**src/rtl/irq_agg_pkg.sv**
```systemverilog
package irq_agg_pkg;

  localparam logic [1:0] ADDR_REQ = 2'd0;
  localparam logic [1:0] ADDR_EN  = 2'd1;
  localparam logic [1:0] ADDR_CTL = 2'd2;

  // Pin mapping: returns {drive value, output enable}
  function automatic logic [1:0] pin_drive(input logic level_mode,
                                           input logic pos_pol,
                                           input logic active);
    logic [1:0] r;
    if (level_mode) r = {1'b0, active};
    else            r = {(active ? pos_pol : ~pos_pol), 1'b1};
    return r;
  endfunction

endpackage

```
**src/rtl/irq_req_bank.sv**
```systemverilog
module irq_req_bank #(
  parameter int unsigned NUM_SRC = 14,
  parameter logic [NUM_SRC-1:0] RST_MASK = '0
) (
  input  logic               clk,
  input  logic               rst_n,
  input  logic [NUM_SRC-1:0] set_i,
  input  logic [NUM_SRC-1:0] clr_i,
  output logic [NUM_SRC-1:0] req_o,
  output logic [NUM_SRC-1:0] rise_o,
  output logic [NUM_SRC-1:0] drop_o
);

  logic [NUM_SRC-1:0] req_q;

  // Clear first, then set: a colliding set wins
  function automatic logic [NUM_SRC-1:0] next_req(input logic [NUM_SRC-1:0] cur,
                                                  input logic [NUM_SRC-1:0] clr,
                                                  input logic [NUM_SRC-1:0] set);
    return (cur & ~clr) | set;
  endfunction

  always_ff @(posedge clk or negedge rst_n) begin
    if (!rst_n) req_q <= RST_MASK;
    else        req_q <= next_req(req_q, clr_i, set_i);
  end

  assign req_o  = req_q;
  assign rise_o = set_i & ~req_q;
  assign drop_o = clr_i & req_q & ~set_i;

  assert_set_wins_R4 : assert property (@(posedge clk) disable iff (!rst_n)
    (|set_i) |=> ((req_q & $past(set_i)) == $past(set_i)));

  assert_w1c_clears_R3 : assert property (@(posedge clk) disable iff (!rst_n)
    (|(clr_i & ~set_i)) |=> ((req_q & $past(clr_i & ~set_i)) == '0));

  assert_zero_keeps_R3 : assert property (@(posedge clk) disable iff (!rst_n)
    (~(clr_i | set_i) != '0) |=>
      ((req_q & ~$past(clr_i | set_i)) == ($past(req_q) & ~$past(clr_i | set_i))));

endmodule

```
**src/rtl/irq_pin_ctrl.sv**
```systemverilog
module irq_pin_ctrl
  import irq_agg_pkg::*;
#(
  parameter int unsigned PULSE_CYC = 128
) (
  input  logic clk,
  input  logic rst_n,
  input  logic pend_i,
  input  logic evt_i,
  input  logic level_i,
  input  logic pos_i,
  output logic int_o,
  output logic int_oe,
  output logic active_o,
  output logic pulse_o
);

  localparam int unsigned CW = $clog2(PULSE_CYC + 1);

  logic          evt_q;
  logic          pend_q;
  logic [CW-1:0] cnt_q;
  logic          pulse_start;

  // Retrigger when the pin was active, an event was latched, and it stays pending
  assign pulse_start = pend_i && pend_q && evt_q;
  assign pulse_o     = pulse_start || (cnt_q != '0);
  assign active_o    = level_i ? pend_i : (pend_i && !pulse_o);

  always_ff @(posedge clk or negedge rst_n) begin
    if (!rst_n) begin
      evt_q  <= 1'b0;
      pend_q <= 1'b0;
      cnt_q  <= '0;
    end else begin
      evt_q  <= evt_i;
      pend_q <= pend_i;
      if (pulse_start)        cnt_q <= CW'(PULSE_CYC - 1);
      else if (cnt_q != '0)   cnt_q <= cnt_q - 1'b1;
    end
  end

  assign {int_o, int_oe} = pin_drive(level_i, pos_i, active_o);

  assert_retrigger_inactive_R8 : assert property (@(posedge clk) disable iff (!rst_n)
    (evt_q && pend_q && pend_i && !level_i) |-> (int_oe && (int_o == !pos_i)));

  assert_level_drive_R6 : assert property (@(posedge clk) disable iff (!rst_n)
    level_i |-> (!int_o && (int_oe == pend_i)));

  assert_edge_oe_R7 : assert property (@(posedge clk) disable iff (!rst_n)
    !level_i |-> int_oe);

endmodule

```
**src/rtl/irq_aggregator.sv**
```systemverilog
module irq_aggregator
  import irq_agg_pkg::*;
#(
  parameter int unsigned NUM_SRC   = 14,
  parameter int unsigned PULSE_CYC = 128,
  parameter logic [NUM_SRC-1:0] RST_MASK = NUM_SRC'(14'h0019)
) (
  input  logic               clk,
  input  logic               rst_n,
  input  logic [NUM_SRC-1:0] src_set,
  input  logic               bus_wr,
  input  logic [1:0]         bus_addr,
  input  logic [NUM_SRC-1:0] bus_wdata,
  output logic [NUM_SRC-1:0] bus_rdata,
  input  logic               cfg_level,
  input  logic               cfg_pos,
  output logic               int_o,
  output logic               int_oe
);

  logic [NUM_SRC-1:0] en_q;
  logic               gie_q;
  logic [NUM_SRC-1:0] req;
  logic [NUM_SRC-1:0] rise;
  logic [NUM_SRC-1:0] drop;
  logic [NUM_SRC-1:0] clr_mask;
  logic               pend;
  logic               evt;
  logic               pin_active;
  logic               pin_pulse;

  assign clr_mask = (bus_wr && bus_addr == ADDR_REQ) ? bus_wdata : '0;

  irq_req_bank #(.NUM_SRC(NUM_SRC), .RST_MASK(RST_MASK)) u_bank (
    .clk    (clk),
    .rst_n  (rst_n),
    .set_i  (src_set),
    .clr_i  (clr_mask),
    .req_o  (req),
    .rise_o (rise),
    .drop_o (drop)
  );

  always_ff @(posedge clk or negedge rst_n) begin
    if (!rst_n) begin
      en_q  <= '0;
      gie_q <= 1'b0;
    end else if (bus_wr) begin
      if (bus_addr == ADDR_EN)  en_q  <= bus_wdata;
      if (bus_addr == ADDR_CTL) gie_q <= bus_wdata[0];
    end
  end

  assign pend = gie_q && (|(req & en_q));
  assign evt  = gie_q && (|((rise | drop) & en_q));

  always_comb begin
    case (bus_addr)
      ADDR_REQ: bus_rdata = req;
      ADDR_EN:  bus_rdata = en_q;
      ADDR_CTL: bus_rdata = NUM_SRC'(gie_q);
      default:  bus_rdata = '0;
    endcase
  end

  irq_pin_ctrl #(.PULSE_CYC(PULSE_CYC)) u_pin (
    .clk      (clk),
    .rst_n    (rst_n),
    .pend_i   (pend),
    .evt_i    (evt),
    .level_i  (cfg_level),
    .pos_i    (cfg_pos),
    .int_o    (int_o),
    .int_oe   (int_oe),
    .active_o (pin_active),
    .pulse_o  (pin_pulse)
  );

  assert_gie_off_R5 : assert property (@(posedge clk) disable iff (!rst_n)
    !gie_q |-> (cfg_level ? !int_oe : (int_oe && int_o == !cfg_pos)));

  assert_enable_pending_R10 : assert property (@(posedge clk) disable iff (!rst_n)
    (bus_wr && bus_addr == ADDR_EN && gie_q && (|(bus_wdata & req))) |=>
      (!cfg_level || int_oe));

  assert_pulse_quiet_R8 : assert property (@(posedge clk) disable iff (!rst_n)
    (pin_pulse && !cfg_level) |-> !pin_active);

endmodule

```
**config.mk**
```make
export PLATFORM = sky130hd
export DESIGN_NAME = irq_aggregator
export DESIGN_NICKNAME = d
export VERILOG_FILES = /design/src/rtl/irq_agg_pkg.sv /design/src/rtl/irq_req_bank.sv /design/src/rtl/irq_pin_ctrl.sv /design/src/rtl/irq_aggregator.sv
export SDC_FILE = /design/constraint.sdc
export NUM_CORES = 1
export LEC_CHECK = 0
export ABC_AREA = 1
export ABC_CLOCK_PERIOD_IN_PS = 4650
export BUFFER_PORTS_ARGS = -buffer_cell sky130_fd_sc_hd__buf_2
export CAP_MARGIN = 40
export CORE_MARGIN = 2
export CORE_UTILIZATION = 50
export DETAILED_ROUTE_END_ITERATION = 10
export GPL_TIMING_DRIVEN = 0
export PLACE_DENSITY = 0.71
export REMOVE_ABC_BUFFERS = 1
export SYNTH_ARGS = -nofsm -noshare
export SYNTH_HDL_FRONTEND = slang
export SYNTH_HIERARCHICAL = 1
export SYNTH_SLANG_ARGS = --single-unit
```
**constraint.sdc**
```tcl
create_clock -name clk -period 4.65 [get_ports clk]
set_input_delay 1.395 -clock clk [delete_from_list [all_inputs] [get_ports clk]]
set_output_delay 1.395 -clock clk [all_outputs]
set_load 0.01 [all_outputs]
```
==> reports/qor.csv <==
metric,value,unit
placementRows,25,
syn_to_final_growth,16.6,%
yosys_warnings,6,
rr_startpoint,u_bank/req_o[4],
ir_drop,0.000188,V
initial_core_util,52.1,%
grt-ovfl-total,0,
holdCritStartpoint,en_q[10],
cts_buffers,5,
min_path_type,reg -> reg,
insertedDiodeCount,0,
max_cap_violations,0,
tns,0,ns
slew-limit-headroom,59.4,%
fill_cells,437,
drt.antenna.violating_nets,0,
multiInputGateArea,1150,sq um
drt_iter0_markers,130,
arrival,2.53,ns
grtUsageMet3,3.12,%
worstSetupEndpointType,output pin,
finalSetupViolCount,0,
gp_congestion,0.808,
final_cell_mix,"nand2_1, inv_1, nor2_1",
io_buffers,50,
via_count,2258,
grtUsageMet1,28.2,%
drc,0,
powerDensity,350,nW/um^2
drtPass1Iterations,4,
core_area,4720,sq um
grt_use_total,21.5,%
syn_inst,367,
fp.dieArea,5500,sq um
rsz0062_at_grt,false,
syn_area_per_cell,6.71,sq um
clk_pin_slew_worst_paths,0.08,ns
finalCritPeriodShare,84.5,%
dp_hpwl,3990,um
grt_pass1_wl,9080,um
hold_viol_final,0,
postCtsSetupRepairBufs,0,
register_area,980,sq um
num_io_pins,51,
final_common_cell,nand2_1,
wl_per_cell,10.7,um
die_w,74.2,um
die_y,74.2,um
grt_antenna_before_repair,0,
critPathLaunchType,input port,
startpoint,bus_addr[1],
cp.required,3.25,ns
hold_buffers,0,
status,"complete, no violations",
grt.met2_usage,36.6,%
dp_cells,481,
first_global_vias,2122,
whs,0.489,ns
criticalPathCategory,in -> out,
worst_pin_slew,0.607,ns
finalMaxSlewViolations,0,
clock-sinks,39,
final_util,60.8,%
routed_wl,5210,um
fin_cells,489,
routed_via_density,4.62,
root_buffer,clkbuf_8,
cts_htree_levels,2,
clock_path_buffers,2,
drive_gt1_share,20.4,%
synth_area,2460,sq um
post-route-min-period,3.93,ns
clock_latency,0.29,ns
worstPathMaxFanout,8,
ctsResizeCount,0,
leakage,1.62,nW
clock_skew,0.00806,ns
max_freq,0.254,GHz
gr-max-usage-layer,met2,
r2r_setup_slack,2.64,ns
grt_max_degree,29,
cts_tree,done,
nets,457,
per-layer routing:
layer	routed length, um	vias up	part of all wire (%)
li1	-	1220	-
met1	2480	984	48
met2	2420	49	46
met3	248	5	4.8
met4	55	0	1.1
met5	0	-	0
path summary, 6_finish.rpt:
check                           cells past startpoint                to
worst max-delay path                                6      bus_rdata[2]
worst min register to register                      2          en_q[10]
worst max register to register                     11    u_pin/cnt_q[1]
max in group asynchronous                           2   u_bank/req_o[3]
worst min-delay path                                2          en_q[10]
min in group asynchronous                           1  u_bank/req_o[12]
state kept, by name, indices dropped and copies added (netlist names):
register	flops
en_q	14
u_bank/req_o	14
u_pin/cnt_q	8
gie_q	1
u_pin/evt_q	1
u_pin/pend_q	1
final cells by class:
type,instances,area share [%]
multi-input combinational,247,40.1
timing repair buffer,52,9.68
sequential,39,34.1
clock buffer,5,2.40
clock inverter,3,0.697
inverter,76,10.1
tap,67,2.92
critical path: stages:
cell	delay [ns]
buf_2	0.12
nor2_1	0.31
buf_4	0.24
inv_1	0.13
o22ai_1	0.18
buf_2	0.16
metrics by stage:
| step | power [mW] | worst slack (ns) | area (sq um) |
|---|---|---|---|
| floorplan | 0.693 | 1.03 | 2420 |
| global placement | 0.774 | 0.290 | 2750 |
| detailed placement | 0.786 | 0.713 | 2780 |
| CTS | 1.02 | 0.711 | 2870 |
| global route | 1.09 | 0.582 | 2870 |
| finish | 1.00 | 0.720 | 2870 |
where the power goes:
part / total (mW) / internal [mW] / switching (mW)
Combinational: 0.325 / 0.126 / 0.198
Clock: 0.227 / 0.104 / 0.122
Sequential: 0.453 / 0.403 / 0.0498
Total: 1.00 / 0.634 / 0.370
Note: power is estimated with default switching activity, not from simulation.
